--- src/rtl/aer_rx_pkg.sv ---
`timescale 1ns/1ps
package aer_rx_pkg;

    // Receiver sequencing
    typedef enum logic [2:0] {
        ST_IDLE,      // no burst open
        ST_WAIT_HI,   // word request must return high before next word
        ST_READY,     // ready to take the next word
        ST_DELIVER,   // selects driven, waiting for array confirmation
        ST_RELEASE    // selects dropped, waiting for confirmation release
    } rx_state_e;

    // Neuron kind inside a pixel: {row lsb, column lsb}
    typedef enum logic [1:0] {
        NK_EVEN_ON  = 2'd0,
        NK_EVEN_OFF = 2'd1,
        NK_ODD_ON   = 2'd2,
        NK_ODD_OFF  = 2'd3
    } neuron_kind_e;

    // Outcome for a column word
    typedef struct packed {
        logic deliver;
        logic drop_err;
    } col_verdict_t;

    function automatic neuron_kind_e kind_of(input logic row_lsb, input logic col_lsb);
        return neuron_kind_e'({row_lsb, col_lsb});
    endfunction

    function automatic col_verdict_t judge_col(input logic local_burst,
                                               input logic row_ok,
                                               input logic col_ok);
        col_verdict_t v;
        v.deliver  = local_burst & row_ok & col_ok;
        v.drop_err = local_burst & row_ok & ~col_ok;
        return v;
    endfunction

endpackage

--- src/rtl/aer_sync.sv ---
`timescale 1ns/1ps
module aer_sync #(
    parameter int W = 1,
    parameter int STAGES = 2,
    parameter logic [W-1:0] RST_VAL = '0
) (
    input  logic         clk,
    input  logic         rst,
    input  logic [W-1:0] d,
    output logic [W-1:0] q
);
    logic [W-1:0] stg [STAGES];

    always_ff @(posedge clk) begin
        if (rst) stg[0] <= RST_VAL;
        else     stg[0] <= d;
    end

    for (genvar i = 1; i < STAGES; i++) begin : g_stage
        always_ff @(posedge clk) begin
            if (rst) stg[i] <= RST_VAL;
            else     stg[i] <= stg[i-1];
        end
    end

    assign q = stg[STAGES-1];
endmodule

--- src/rtl/aer_select_drv.sv ---
`timescale 1ns/1ps
module aer_select_drv #(
    parameter int ROWS = 16,
    parameter int COLS = 32,
    localparam int ROW_W = $clog2(ROWS),
    localparam int COL_W = $clog2(COLS)
) (
    input  logic             clk,
    input  logic             rst,
    input  logic             fire,
    input  logic             drop_sel,
    input  logic [ROW_W-1:0] row,
    input  logic [COL_W-1:0] col,
    output logic [ROWS-1:0]  row_sel_n,
    output logic [COLS-1:0]  col_sel_n
);
    always_ff @(posedge clk) begin
        if (rst || drop_sel) begin
            row_sel_n <= '1;
            col_sel_n <= '1;
        end else if (fire) begin
            for (int r = 0; r < ROWS; r++)
                if (row == ROW_W'(r)) row_sel_n[r] <= 1'b0;
            for (int c = 0; c < COLS; c++)
                if (col == COL_W'(c)) col_sel_n[c] <= 1'b0;
        end
    end

    AST_SEL_PAIRED: assert property (@(posedge clk) disable iff (rst)
        ($countones(~row_sel_n) == $countones(~col_sel_n)) && ($countones(~row_sel_n) <= 1));

    AST_SEL_HOLD: assert property (@(posedge clk) disable iff (rst)
        (!(&row_sel_n) && !drop_sel) |=> $stable(row_sel_n) && $stable(col_sel_n));
endmodule

--- src/rtl/aer_burst_fsm.sv ---
`timescale 1ns/1ps
module aer_burst_fsm
    import aer_rx_pkg::*;
#(
    parameter int ADDR_W = 8,
    parameter int ROWS = 16,
    parameter int COLS = 32,
    localparam int ROW_W = $clog2(ROWS),
    localparam int COL_W = $clog2(COLS)
) (
    input  logic              clk,
    input  logic              rst,
    input  logic              burst_s,
    input  logic              wreq_n_s,
    input  logic              dack_n_s,
    input  logic [ADDR_W-1:0] addr,
    output logic              ack_q,
    output logic              fire,
    output logic              drop_sel,
    output logic [ROW_W-1:0]  row_q,
    output logic [COL_W-1:0]  col_q,
    output logic              evt_valid,
    output logic [1:0]        evt_kind,
    output logic              range_err
);
    localparam logic [ADDR_W-1:0] ROW_LIM = ADDR_W'(ROWS);
    localparam logic [ADDR_W-1:0] COL_LIM = ADDR_W'(COLS);

    rx_state_e    st_q;
    logic         local_q;
    logic         have_row_q;
    logic         row_ok_q;
    logic         row_in;
    logic         col_in;
    col_verdict_t verdict;

    assign row_in  = addr < ROW_LIM;
    assign col_in  = addr < COL_LIM;
    assign verdict = judge_col(local_q, row_ok_q, col_in);

    always_ff @(posedge clk) begin
        if (rst) begin
            st_q       <= ST_IDLE;
            ack_q      <= 1'b0;
            local_q    <= 1'b0;
            have_row_q <= 1'b0;
            row_ok_q   <= 1'b0;
            row_q      <= '0;
            col_q      <= '0;
            fire       <= 1'b0;
            drop_sel   <= 1'b0;
            evt_valid  <= 1'b0;
            evt_kind   <= 2'd0;
            range_err  <= 1'b0;
        end else begin
            fire      <= 1'b0;
            drop_sel  <= 1'b0;
            evt_valid <= 1'b0;
            range_err <= 1'b0;
            unique case (st_q)
                ST_IDLE: begin
                    if (burst_s) begin
                        // chip word: only identifier zero is local
                        local_q    <= (addr == '0);
                        have_row_q <= 1'b0;
                        row_ok_q   <= 1'b0;
                        ack_q      <= ~ack_q;
                        st_q       <= ST_WAIT_HI;
                    end
                end
                ST_WAIT_HI: begin
                    if (!burst_s)      st_q <= ST_IDLE;
                    else if (wreq_n_s) st_q <= ST_READY;
                end
                ST_READY: begin
                    if (!burst_s) begin
                        st_q <= ST_IDLE;
                    end else if (!wreq_n_s) begin
                        if (!have_row_q) begin
                            have_row_q <= 1'b1;
                            row_ok_q   <= row_in;
                            row_q      <= addr[ROW_W-1:0];
                            range_err  <= local_q & ~row_in;
                            ack_q      <= ~ack_q;
                            st_q       <= ST_WAIT_HI;
                        end else if (verdict.deliver) begin
                            col_q     <= addr[COL_W-1:0];
                            fire      <= 1'b1;
                            evt_valid <= 1'b1;
                            evt_kind  <= kind_of(row_q[0], addr[0]);
                            st_q      <= ST_DELIVER;
                        end else begin
                            range_err <= verdict.drop_err;
                            ack_q     <= ~ack_q;
                            st_q      <= ST_WAIT_HI;
                        end
                    end
                end
                ST_DELIVER: begin
                    if (!dack_n_s) begin
                        drop_sel <= 1'b1;
                        st_q     <= ST_RELEASE;
                    end
                end
                ST_RELEASE: begin
                    if (dack_n_s) begin
                        ack_q <= ~ack_q;
                        st_q  <= ST_WAIT_HI;
                    end
                end
                default: st_q <= ST_IDLE;
            endcase
        end
    end

    AST_ACK_WAITS_DLV: assert property (@(posedge clk) disable iff (rst)
        (st_q == ST_DELIVER) |=> $stable(ack_q));

    AST_REMOTE_SILENT: assert property (@(posedge clk) disable iff (rst)
        fire |-> (local_q && row_ok_q && have_row_q));

    AST_DROP_NO_FIRE: assert property (@(posedge clk) disable iff (rst)
        range_err |-> (!fire && !evt_valid && local_q));

    AST_WORD_NEEDS_HIGH: assert property (@(posedge clk) disable iff (rst)
        (st_q == ST_WAIT_HI && !wreq_n_s && burst_s) |=> $stable(ack_q));
endmodule

--- src/rtl/aer_burst_rx.sv ---
`timescale 1ns/1ps
module aer_burst_rx #(
    parameter int ADDR_W = 8,
    parameter int ROWS = 16,
    parameter int COLS = 32,
    parameter int SYNC_STAGES = 2,
    localparam int ROW_W = $clog2(ROWS),
    localparam int COL_W = $clog2(COLS)
) (
    input  logic              clk,
    input  logic              rst,
    input  logic [ADDR_W-1:0] aer_addr,
    input  logic              burst_req,
    input  logic              word_req_n,
    output logic              aer_ack,
    output logic [ROWS-1:0]   row_sel_n,
    output logic [COLS-1:0]   col_sel_n,
    input  logic              dlv_ack_n,
    output logic              evt_valid,
    output logic [1:0]        evt_kind,
    output logic [ROW_W-1:0]  evt_row,
    output logic [COL_W-1:0]  evt_col,
    output logic              range_err
);
    logic [2:0] hs_raw;
    logic [2:0] hs_sync;
    logic       fire;
    logic       drop_sel;
    logic [ROW_W-1:0] row_q;
    logic [COL_W-1:0] col_q;

    assign hs_raw = {burst_req, word_req_n, dlv_ack_n};

    aer_sync #(.W(3), .STAGES(SYNC_STAGES), .RST_VAL(3'b011)) u_sync (
        .clk (clk),
        .rst (rst),
        .d   (hs_raw),
        .q   (hs_sync)
    );

    aer_burst_fsm #(.ADDR_W(ADDR_W), .ROWS(ROWS), .COLS(COLS)) u_fsm (
        .clk       (clk),
        .rst       (rst),
        .burst_s   (hs_sync[2]),
        .wreq_n_s  (hs_sync[1]),
        .dack_n_s  (hs_sync[0]),
        .addr      (aer_addr),
        .ack_q     (aer_ack),
        .fire      (fire),
        .drop_sel  (drop_sel),
        .row_q     (row_q),
        .col_q     (col_q),
        .evt_valid (evt_valid),
        .evt_kind  (evt_kind),
        .range_err (range_err)
    );

    aer_select_drv #(.ROWS(ROWS), .COLS(COLS)) u_sel (
        .clk       (clk),
        .rst       (rst),
        .fire      (fire),
        .drop_sel  (drop_sel),
        .row       (row_q),
        .col       (col_q),
        .row_sel_n (row_sel_n),
        .col_sel_n (col_sel_n)
    );

    assign evt_row = row_q;
    assign evt_col = col_q;

    AST_ACK_SEL_CLEAR: assert property (@(posedge clk) disable iff (rst)
        !$stable(aer_ack) |-> ((&row_sel_n) && (&col_sel_n)));

    AST_EVT_WITH_SEL: assert property (@(posedge clk) disable iff (rst)
        evt_valid |=> (!(&row_sel_n) && !(&col_sel_n)));
endmodule

--- config.mk ---
export PLATFORM = sky130hd
export DESIGN_NAME = aer_burst_rx
export DESIGN_NICKNAME = d
export VERILOG_FILES = /design/src/rtl/aer_rx_pkg.sv /design/src/rtl/aer_sync.sv /design/src/rtl/aer_select_drv.sv /design/src/rtl/aer_burst_fsm.sv /design/src/rtl/aer_burst_rx.sv
export SDC_FILE = /design/constraint.sdc
export NUM_CORES = 1
export LEC_CHECK = 0
export BUFFER_PORTS_ARGS = -buffer_cell sky130_fd_sc_hd__buf_2
export CAP_MARGIN = 20
export CORE_AREA = 4 4 86 104
export DETAILED_ROUTE_END_ITERATION = 12
export DIE_AREA = 0 0 90 108
export GPL_TIMING_DRIVEN = 0
export SYNTH_ARGS = -nofsm -noshare
export SYNTH_HDL_FRONTEND = slang
export SYNTH_SLANG_ARGS = --single-unit
--- constraint.sdc ---
create_clock -name clk -period 1.7 [get_ports clk]
set_clock_uncertainty 0.05 [all_clocks]
set_input_delay 0.34 -clock clk [delete_from_list [all_inputs] [get_ports clk]]
set_output_delay 0.34 -clock clk [all_outputs]
set_load 0.01 [all_outputs]
## Yosys cells after proc, flatten, opt, wreduce, memory -nomap -nowiden

Memory sizes are Yosys's and may differ from the RTL's.
Cells that the tools add are included.

| storage, ports and cells | value |
|---|---|
| register bits after elaboration | 69 |
| RAM bits | 6 |
| input port bits | 13 |
| memories | 1 |
| word-level logic and storage cells | 234 |
| output and inout bits | 62 |

| operators by class | value |
|---|---|
| eq/ne operators | 59 |
| reductions and logical operators | 65 |
| muxes and demuxes | 34 |
| $lt $le $gt $ge | 2 |
| bitwise logic cells | 14 |

Memories:

| name | depth | bits a word | read ports | clocked after Yosys merged registers in | wr ports | line | text |
|---|---|---|---|---|---|---|---|
| u_sync.stg | 2 | 3 | 2 | 0 | 2 | aer_sync.sv:12 | `logic [W-1:0] stg [STAGES];` |

Operators by type and width:

| operator | number |
|---|---|
| AND reduction 2 bit | 49 |
| equality test 5 bit, second input constant | 16 |
| equality test 5 x 4 -> 1 bit, second input constant | 8 |
| equality test 4 bit, second input constant | 8 |
| 2-to-1 mux 3 bit | 10 |
| equality test 5 x 3 -> 1 bit, second input constant | 4 |
| 2-to-1 mux 1 bit | 19 |
| equality test 4 x 3 -> 1 bit, second input constant | 4 |
| one-hot mux 3 bit (5 select lines) | 1 |
| AND reduction 5 bit | 3 |
| != test 2 bit, second input constant | 6 |
| equality test 5 x 2 -> 1 bit, second input constant | 2 |
| != test 3 bit, second input constant | 3 |
| equality test 4 x 2 -> 1 bit, second input constant | 2 |
| zero test 8 bit | 1 |
| < comparator 8 x 5 -> 1 bit, second input constant | 1 |
| < comparator 8 x 6 -> 1 bit, second input constant | 1 |
| NOT 1 bit | 8 |
| AND reduction 4 bit | 2 |
| equality test 3 x 2 -> 1 bit, second input constant | 2 |
| AND reduction 6 bit | 1 |
| equality test 5 x 1 -> 1 bit, second input constant | 1 |
| zero test 5 bit | 1 |
| OR reduction 5 bit | 1 |
| other kinds (15) | 20 |

## Depth between registers and ports, before layout

Gate-level depths: netlist (run 1).

| logic depth | value |
|---|---|
| word-level depth | 7 |
| depth in mapped cells | 5 |
| mapped depth without buffers | 4 |

## Hierarchy

From an unflattened synthesis (run 1), not the netlist that was laid out.

| second synthesis, totals | value |
|---|---|
| cell total of the unflattened synthesis | 234 |
| area total of the unflattened synthesis | 2836.5 um2 |

Modules (own cells, without submodules):

| module | cells an instance | seq. area each (um2) | area each (um2) | instances |
|---|---|---|---|---|
| aer_select_drv | 129 | 960.9 | 1795.5 | 1 |
| aer_burst_fsm | 93 | 400.4 | 883.3 | 1 |
| aer_sync | 12 | 120.1 | 157.7 | 1 |

## Worst setup path after synthesis (run 1)

Ideal clock, no wire load.

| timing path | value |
|---|---|
| kind | input to register |
| from | in aer_addr[5] |
| to | reg u_fsm.col_q[1] |
| path buffers | 1 |
| setup time | 128 ps |
| arrival | 1532 ps |
| stages on the path | 5 |
| data required time | 1522 ps |
| path slack | -10 ps |
| path through | or3_1 > buf_2 > nor4_4 > mux2i_1 > nor2_1 |

| on the way | value |
|---|---|
| word-level cells in the longest chain between the ends | 3 |

Ends and longest elaborated chain:

| item | line | text |
|---|---|---|
| start: declaration | aer_burst_rx.sv:12 | `input logic [ADDR_W-1:0] aer_addr,` |
| < comparator 8 x 6 -> 1 bit | aer_burst_fsm.sv:38 | `assign col_in = addr < COL_LIM;` |
| bitwise AND 1 bit | aer_rx_pkg.sv:35 | `v.deliver = local_burst & row_ok & col_ok;` |
| AND reduction 5 bit (no source line) | n/a |  |
| end signal: assignment | aer_burst_fsm.sv:87 | `col_q <= addr[COL_W-1:0];` |
| end: declaration | aer_burst_fsm.sv:21 | `output logic [COL_W-1:0] col_q,` |

Every way passes these cells.
A chain may end at the register's enable or synchronous reset.

## Final worst setup path (run 1)

| timing path | value |
|---|---|
| from | reg u_fsm.st_q[0] |
| to | reg u_fsm.st_q[1] |

| on the way | value |
|---|---|
| word-level cells in the longest chain between the ends | 3 |
| elaborated cells between the ends (all ways) | 12 |

Ends and longest elaborated chain:

| item | line | text |
|---|---|---|
| start: declaration | aer_burst_fsm.sv:29 | `rx_state_e st_q;` |
| start signal: assignment | aer_burst_fsm.sv:43 | `st_q <= ST_IDLE;` |
| start signal: assignment | aer_burst_fsm.sv:68 | `st_q <= ST_WAIT_HI;` |
| start signal: assignment | aer_burst_fsm.sv:72 | `if (!burst_s) st_q <= ST_IDLE;` |
| equality test 3 x 2 -> 1 bit, or another cell as far along | aer_burst_fsm.sv:60 | `unique case (st_q)` |
| != test 3 bit (no source line) / != test 2 bit (equally long branches) | n/a |  |
| AND reduction 5 bit (no source line) | n/a |  |

Parallel ways exist; a longest one is shown, timed or not.

==> impl_metrics.yaml, run 1 <==
layout:
  area_growth_pct: 27.5
  instances_no_fill: 483
  n_antenna_cell: 0
  final_area_um2: 3440
  postLayoutCoreUtil_pct: 43.1
  drive_above_1_share_pct: 26.3
  final_nets: 396
timing:
  postLayoutSetupSlackWorst_ps: 121
  setup-violations-final: 0
  hold_viol: 0
  fmax_ghz: 0.633
  rsz0062_at_grt: "false"
  maxSlewViolCount: 0
  period_share_pct: 92.9
  maxSlewHeadroom_pct: 68.1
  worstMarginPinSlew_ps: 478
  layout_min_cycle_time_ps: 1580
worst_setup_path:
  startpoint_type: "flop"
  crit_arrival_ps: 1780
  endpoint_kind: "flop"
  r2r_end: "u_fsm.st_q[1]"
  critical_path_class: "reg -> reg"
  critPathMaxStageDelay_ps: 430
  r2r_cells: 4
  path_cells: "clkbuf_1 > nor2_1 > a221o_1 > a211oi_1"
  crit_buf_inv: 1
  rrSetupSlack_ps: 120
  path_delay_family: "compound AO/OA/AOI/OAI gates"
  r2r_start: "u_fsm.st_q[0]"
  crit_required_ps: 1900
  cp_slowest_cell: "dfxtp_1"
  worstPathMaxFanout: 10
route:
  drtIter0Drc: 93
  viasPerCell: 4.94
  vias: 2385
  top_layer: "met4"
  drtPass1Iterations: 4
  route.detailed.drc: 0
  drt-total-wl_um: 6710
  dr_wl_met2_um: 3270
  met1_length_um: 2990
  post_drt_wl_per_cell_um: 13.9
  antenna_left: 0
  wl_met3_um: 372
floorplan:
  num_io_pins: 75
  start_util_pct: 33.8
  core_area_um2: 7970
  rows: 36
  design.die.area_um2: 9720
  fp.dieW_um: 90
  die_y_um: 108
pwr:
  ir_worst_vdd_v: 0.000359
  total_power_mw: 3.34
  power.leakage_nw: 1.31
  powerDensity_nw_per_um2: 971
clock_network:
  clk_latency_ps: 340
  root_buffer: "clkbuf_8"
  numCtsBuffers: 9
  numClockSinks: 74
  clk_pin_slew_ps: 70
  ctsHtreeMaxLevel: 3
  cts_hold_buf: 0
  cts.path.max_buffers: 2
  cts_tree: "done"
yosys:
  syn_area_per_cell_um2: 9.02
  async_flop_share_pct: 0
  synth-main-ff-cell: "dfxtp_1"
  synth_edf_count: 0
  ys_warn_count: 0
  yosysSeqAreaShare_pct: 54.9
  postSynthCellCount: 299
  ys_seq_elements: 74
  synth_nets: 312
  syn_area_um2: 2700
  yosys.cell_types.count: 38
global_route:
  grt_pass1_vias: 2249
  grt-ovfl-total: 0
  grt_pass1_wl_um: 11100
  grt_max_degree: 13
  gr-usage-all-layers_pct: 14.3
  antenna_found_initial: 0
placed_design:
  place_area_um2: 3180
  gp_congestion: 0.809
  dp_hpwl_um: 5040
  dp.cells: 467
  port_buffers: 73
  dp_slack_ps: -248
hold_path:
  hp-start: "word_req_n"
  hold_path.class: "in -> reg"
  holdPathStages: 2
  hold_end: "u_sync.stg[0][1]"
flow_run:
  cap_violations: 0
status:
  outcome: "complete, no violations"
## cells by family after synthesis
| logic type | after synthesis | synth area share [%] |
|---|---|---|
| AOI/OAI and AO/OA | 62 | 12.4 |
| adders and majority gates | 1 | 0.371 |
| and+or+nand+nor | 128 | 23.7 |
| muxes | 15 | 5.61 |
| buffers and inverters | 19 | 3.06 |
| DFF | 74 | 54.9 |
## cell usage in the layout, fill, tap and decap left out, types with 5 or more instances in the layout
cell	synthesis	routed
nand2b_1	12	12
o21ai_1	11	11
nor2_1	21	21
clkbuf_1	13	8
nor3_1	5	5
or2_1	6	6
mux2i_1	14	14
nand3_1	5	5
nand2_1	55	55
dfxtp_1	74	74
clkbuf_8	0	13
buf_2	1	75
o21ai_0	39	39
## power by group
part / leakage, nW / switching, mW / total (mW) / internal, mW
Sequential: 0.600 / 0.0109 / 1.75 / 1.74
Clock: 0.108 / 0.634 / 1.47 / 0.839
Combinational: 0.600 / 0.0694 / 0.113 / 0.0437
Total: 1.31 / 0.714 / 3.34 / 2.63
## sequential cells by signal, indices dropped and copies added (netlist names), 2 cells and up
name             count
u_fsm.evt_kind       2
u_sel.row_sel_n     16
u_fsm.col_q          4
u_sync.stg           6
u_fsm.st_q           3
u_sel.col_sel_n     32
u_fsm.row_q          4
## synth_stat cells (all sizes together) (2+ instances only)
master  number  area share, %
nand3        5           0.93
buf          3           0.60
clkbuf      13            1.8
nand4b       2           0.65
nor2        21            2.9
or3          2           0.46
nand2b      12            2.8
and3         2           0.46
a211oi       2           0.56
o21ai       50            9.3
o22a         2           0.65
or2          7            1.6
nand2       55            7.7
nor3b        5            1.4
nor3         5           0.93
nand3b       2           0.56
mux2i       14            5.2
inv          2           0.28
dfxtp       74             55
a21oi        4           0.74
nor2b        4           0.93
## routing by layer
metal  global-route usage (%)  vias to the layer above
met5                        0                        -
met2                     24.3                       70
met4                     6.24                        0
met1                     16.8                     1119
met3                     4.31                        6
li1                         -                     1190
## area by class of cell
type                    instances  area, um^2
well taps                      95         119
clock buffers                  13         179
repair buffers                 75         380
plain buffers                  15        72.6
multi-input cells             206        1150
fillers                       796        4530
clock inverters                 3        45.0
flip-flops and latches         74        1480
inverters                       2        7.51
## how the worst max path moves through the flow
| stage | start | endpoint | slack [ps] | cells after the start |
|---|---|---|---|---|
| 6_report | u_fsm.st_q[0] | u_fsm.st_q[1] | 120 | 4 |
| 5_1_grt | u_sync.stg[1][1] | u_fsm.st_q[1] | 3 | 5 |
| 4_1_cts | u_fsm.st_q[2] | u_fsm.range_err | 30 | 4 |
| 3_5_place_dp | rst | u_sel.col_sel_n[29] | -250 | 5 |
| 3_3_place_gp | rst | u_sel.col_sel_n[19] | -210 | 5 |
| 2_1_floorplan | aer_addr[5] | u_fsm.col_q[1] | 60 | 5 |
## what timing repair did
action,CTS,global route
setup buffers,2,0
pin swaps,1,0
setup endpoints to repair,9,36
gates resized for setup,2,8
## stage by stage
stage / hold slack [ps] / TNS [ps]
after CTS: 101 / 0
after global placement: 336 / -4850
after detailed placement: 338 / -5720
after global routing: 119 / 0
final: 122 / 0
after floorplan: 333 / 0
No activity file was read; power rests on OpenSTA's default activity.
==> run 2, diff against run 1 <==
--- a/config.mk
+++ b/config.mk
@@ -7,10 +7,11 @@
 export LEC_CHECK = 0
 export BUFFER_PORTS_ARGS = -buffer_cell sky130_fd_sc_hd__buf_2
 export CAP_MARGIN = 20
-export CORE_AREA = 4 4 86 104
+export CORE_AREA = 4 4 75 91
 export DETAILED_ROUTE_END_ITERATION = 12
-export DIE_AREA = 0 0 90 108
+export DIE_AREA = 0 0 79 95
 export GPL_TIMING_DRIVEN = 0
+export PLACE_DENSITY = 0.73
 export SYNTH_ARGS = -nofsm -noshare
 export SYNTH_HDL_FRONTEND = slang
 export SYNTH_SLANG_ARGS = --single-unit
==> run 2 against run 1 <==
Compared with the run above: count of clock-buffer cells in the layout up 2; sequential power hardly changed; cell count shrank 2.9%; critical path depth unchanged; via count fell by 0.21%; total power is 6.9% lower; sequential cell count unchanged; cell area is 2.1% lower; first-iteration DRC count increased by 34%; critical endpoint unchanged; largest cell class unchanged.
==> impl_metrics.yaml, run 2 (synthesis results as in run 1) <==
pwr:
  power.leakage_nw: 1.28
  ir_worst_vdd_v: 0.000590
  total_power_mw: 3.11
  powerDensity_nw_per_um2: 924
worst_setup_path:
  r2r_end: "u_fsm.st_q[1]"
  startpoint_type: "flop"
  critical_path_class: "reg -> reg"
  crit_end: "u_fsm.st_q[1]"
  r2r_cells: 4
  crit_required_ps: 1900
  r2r_start: "u_fsm.st_q[0]"
  endpoint_kind: "flop"
  cp_slowest_cell: "dfxtp_1"
  critPathMaxStageDelay_ps: 420
  critical_path.startpoint: "u_fsm.st_q[0]"
  rrSetupSlack_ps: 140
  worstPathMaxFanout: 10
  path_cells: "clkbuf_1 > nor2_1 > a221o_1 > a211oi_1"
  crit_arrival_ps: 1760
layout:
  multi_input_area_um2: 1150
  area_growth_pct: 24.8
  num-fill-cells: 574
  largest_reg_flops: 32
  final_nets: 395
  drive_above_1_share_pct: 25.1
  n_antenna_cell: 0
  seq_area_um2: 1480
  layout_common_cells: "74 x buf_2, 74 x dfxtp_1, 55 x nand2_1"
  largestRegisters: "u_sel.col_sel_n (32), u_sel.row_sel_n (16), u_sync.stg (6)"
  largest_register: "u_sel.col_sel_n"
timing:
  rsz0062_at_grt: "false"
  maxSlewViolCount: 0
  worstMarginPinSlew_ps: 449
  maxSlewHeadroom_pct: 70.1
  fmax_ghz: 0.640
  postLayoutSetupSlackWorst_ps: 138
  setup-violations-final: 0
  layout_min_cycle_time_ps: 1560
  period_share_pct: 91.9
  hold_viol: 0
route:
  antenna_left: 0
  post_drt_wl_per_cell_um: 13.5
  drtIter0Drc: 125
  drtPass1Iterations: 4
  drt-total-wl_um: 6320
  vias: 2380
  viasPerCell: 5.07
  route.detailed.drc: 0
clock_network:
  root_buffer: "clkbuf_8"
  ctsHtreeMaxLevel: 3
  clk_pin_slew_ps: 70
  cts_hold_buf: 0
  numCtsBuffers: 9
  clk_latency_ps: 340
  cts_tree: "done"
  numClockSinks: 74
  cts.path.max_buffers: 2
floorplan:
  core_area_um2: 5970
  rows: 31
  die_y_um: 95
  fp.dieW_um: 79
  design.die.area_um2: 7510
  start_util_pct: 45.2
  num_io_pins: 75
placed_design:
  gp_congestion: 0.898
  dp_slack_ps: -220
  port_buffers: 73
  dp_hpwl_um: 4700
global_route:
  grt_pass1_vias: 2206
  grt_pass1_wl_um: 10400
  grt-ovfl-total: 0
  gr-usage-all-layers_pct: 17.7
  antenna_found_initial: 0
  grt_max_degree: 12
hold_path:
  hold_path.class: "in -> reg"
flow_run:
  cap_violations: 0
status:
  outcome: "complete, no violations"
-- run 2: cell count changes in the layout (fill, tap and decap cells not counted), sizes merged --
cell and change:
clkbuf +4, buf -2, bufinv -1, clkdlybuf4s15 -1
clkinvlp -1
-- run 2: worst min-delay path by stage --
stage	start	endpoint	slack [ps]	cells past startpoint
2_1_floorplan	u_sync.stg[0][0]	u_sync.stg[1][0]	330	1
5_1_grt	dlv_ack_n	u_sync.stg[0][0]	110	2
6_report	word_req_n	u_sync.stg[0][1]	120	2
3_3_place_gp	u_sync.stg[0][0]	u_sync.stg[1][0]	340	1
4_1_cts	word_req_n	u_sync.stg[0][1]	110	2
3_5_place_dp	u_sync.stg[0][1]	u_sync.stg[1][1]	340	1
-- run 2: worst max-delay path: cells and delay by family (launching register included) --
kind                   cells  cell delay, ps
and+or+nand+nor            1              90
buffers and inverters      1             370
AOI/OAI and AO/OA          2             540
DFF                        1             420
-- run 2: area by class of cell --
cell class | instances | area share [%]
Tap cell | 82 | 3.05
Clock buffer | 15 | 5.24
Multi-Input combinational cell | 206 | 34.2
Buffer | 14 | 1.82
Timing Repair Buffer | 75 | 11.3
Clock inverter | 1 | 0.223
Inverter | 2 | 0.223
Sequential cell | 74 | 44.0
-- run 2: report_power, final --
group          internal, mW  total [mW]  switching [mW]
clock                 0.652        1.25           0.595
sequential             1.74        1.76          0.0135
combinational        0.0422       0.106          0.0637
-- run 2: what timing repair did --
item	4_1_cts	5_1_grt
pin swaps	1	0
buffers inserted	2	0
endpoints found under the setup margin	6	35
resized for setup	0	6
-- run 2: routing by layer --
| layer | track usage (%) | wire length (um) |
|---|---|---|
| met1 | 21.2 | 2710 |
| met4 | 6.88 | 104 |
| met3 | 4.96 | 381 |
| met2 | 30.1 | 3120 |
| met5 | 0 | 0 |
-- run 2: through the flow --
| step | utilization (%) | hold WS, ps | instance area (um^2) | cells | setup TNS [ps] |
|---|---|---|---|---|---|
| after floorplan | - | 333 | 2700 | 299 | 0 |
| after global placement | 53.0 | 337 | 3170 | 454 | -4290 |
| after detailed placement | 53.0 | 339 | 3170 | 454 | -4520 |
| after CTS | 56.3 | 111 | 3360 | 472 | 0 |
| after global routing | 56.4 | 114 | 3370 | 469 | 0 |
| final | 56.4 | 124 | 3370 | 469 | 0 |
==> run 3, diff against run 2 <==
--- a/config.mk
+++ b/config.mk
@@ -7,11 +7,11 @@
 export LEC_CHECK = 0
 export BUFFER_PORTS_ARGS = -buffer_cell sky130_fd_sc_hd__buf_2
 export CAP_MARGIN = 20
-export CORE_AREA = 4 4 75 91
+export CORE_AREA = 4 4 92 111
+export CTS_BUF_LIST = sky130_fd_sc_hd__clkbuf_2
 export DETAILED_ROUTE_END_ITERATION = 12
-export DIE_AREA = 0 0 79 95
+export DIE_AREA = 0 0 96 115
 export GPL_TIMING_DRIVEN = 0
-export PLACE_DENSITY = 0.73
 export SYNTH_ARGS = -nofsm -noshare
 export SYNTH_HDL_FRONTEND = slang
 export SYNTH_SLANG_ARGS = --single-unit
==> run 3 against run 2 <==
Compared with the run above: total power is 5.0% lower; register-to-register slack is essentially flat; hold slack got worse by 88 ps; non-clock buffer count rose by 3; sequential cell count unchanged; global-route usage fell by 4.8 points; core utilization is 19 points lower; die area rose by 47%; first-iteration DRC count shrank 36%; sequential share of layout area fell by 0.29 points; combinational power is 8% higher; largest cell class unchanged; largest power group unchanged.
==> impl_metrics.yaml, run 3 (synthesis results as in run 1) <==
status:
  outcome: "complete, no violations"
placed_design:
  port_buffers: 73
  dp_slack_ps: -340
  dp.cells: 492
  gp_congestion: 0.774
  place_area_um2: 3210
  dp_hpwl_um: 5220
hold_path:
  hold_path.class: "in -> reg"
  holdPathStages: 3
floorplan:
  num_io_pins: 75
  fp.dieW_um: 96
  design.die.area_um2: 11000
  die_y_um: 115
  core_area_um2: 9080
  rows: 38
  start_util_pct: 29.7
route:
  vias: 2358
  drtPass1Iterations: 4
  drt-total-wl_um: 6980
  route.detailed.drc: 0
  antenna_left: 0
  viasPerCell: 4.62
  drtIter0Drc: 80
  post_drt_wl_per_cell_um: 13.7
layout:
  drive_above_1_share_pct: 25.6
  layout_common_cells: "74 x buf_2, 73 x dfxtp_1, 55 x nand2_1"
  largest_reg_flops: 32
  postLayoutCoreUtil_pct: 37.4
  largestRegisters: "u_sel.col_sel_n (32), u_sel.row_sel_n (16), u_sync.stg (6)"
  instances_no_fill: 510
  largest_register: "u_sel.col_sel_n"
  final_nets: 398
  area_growth_pct: 25.7
  n_antenna_cell: 0
  final_area_um2: 3390
  mostFrequentLayoutCell: "buf_2"
worst_setup_path:
  crit_required_ps: 1310
  path_depth: 1
  cp_slowest_cell: "dfxtp_1"
  path_cells: "buf_2"
  endpoint_kind: "primary output"
  critPathMaxStageDelay_ps: 500
  r2r_cells: 4
  crit_buf_inv: 1
  worstPathMaxFanout: 7
  crit_arrival_ps: 1210
  startpoint_type: "flop"
  critical_path_class: "reg -> out"
  path_delay_family: "flip-flops"
global_route:
  antenna_found_initial: 0
  grt_pass1_wl_um: 10900
  grt_max_degree: 13
  grt-ovfl-total: 0
  grt_pass1_vias: 2171
  gr-usage-all-layers_pct: 12.9
timing:
  period_share_pct: 94.0
  postLayoutSetupSlackWorst_ps: 101
  maxSlewHeadroom_pct: 69.6
  hold_slack_ps: 36.0
  fmax_ghz: 0.625
  hold_viol: 0
  layout_min_cycle_time_ps: 1600
  maxSlewViolCount: 0
  fin_setup_tns_ps: 0
  worstMarginPinSlew_ps: 456
  setup-violations-final: 0
  rsz0062_at_grt: "false"
clock_network:
  clk_pin_slew_ps: 200
  root_buffer: "clkbuf_2"
  ctsHtreeMaxLevel: 3
  cts_tree: "done"
  numCtsBuffers: 9
  cts.path.max_buffers: 2
  numClockSinks: 74
  clk_latency_ps: 530
flow_run:
  cap_violations: 0
pwr:
  total_power_mw: 2.96
  powerDensity_nw_per_um2: 872
  power.leakage_nw: 1.28
  ir_worst_vdd_v: 0.000289
-- run 3: power by group --
| part | switching, mW | internal [mW] | leakage [nW] |
|---|---|---|---|
| Combinational | 0.0679 | 0.0471 | 0.608 |
| Clock | 0.610 | 0.469 | 0.0744 |
| Sequential | 0.0136 | 1.75 | 0.600 |
-- run 3: worst paths after layout --
| path | from | to | slack (ps) |
|---|---|---|---|
| setup / recovery | u_fsm.col_q[4] | evt_col[4] | 100 |
| hold / removal | aer_addr[1] | u_fsm.col_q[1] | 40 |
| setup reg to reg | u_sync.stg[1][2] | u_fsm.st_q[1] | 150 |
| hold reg to reg | u_sync.stg[0][0] | u_sync.stg[1][0] | 380 |
-- run 3: timing repair --
action                                  CTS  global route
hold buffers                              3             0
gates cloned                              0             0
endpoints found under the hold margin     3             0
resized for setup                         3             9
endpoints found under the setup margin   17            25
pin swaps                                 1             0
buffers inserted                          1             0
-- run 3: routing by layer --
metal | track usage, % | share of wire (%)
met5 | 0 | 0
met4 | 7.12 | 2.5
met3 | 3.01 | 6.0
met2 | 20.7 | 47
met1 | 15.8 | 44
-- run 3: final cells by class --
type	instances	area, um^2
plain buffers	15	67.6
clock buffers	9	45.0
clock inverters	7	83.8
fillers	950	5690
inverters	2	7.51
multi-input cells	206	1150
flip-flops and latches	74	1480
well taps	120	150
repair buffers	77	403
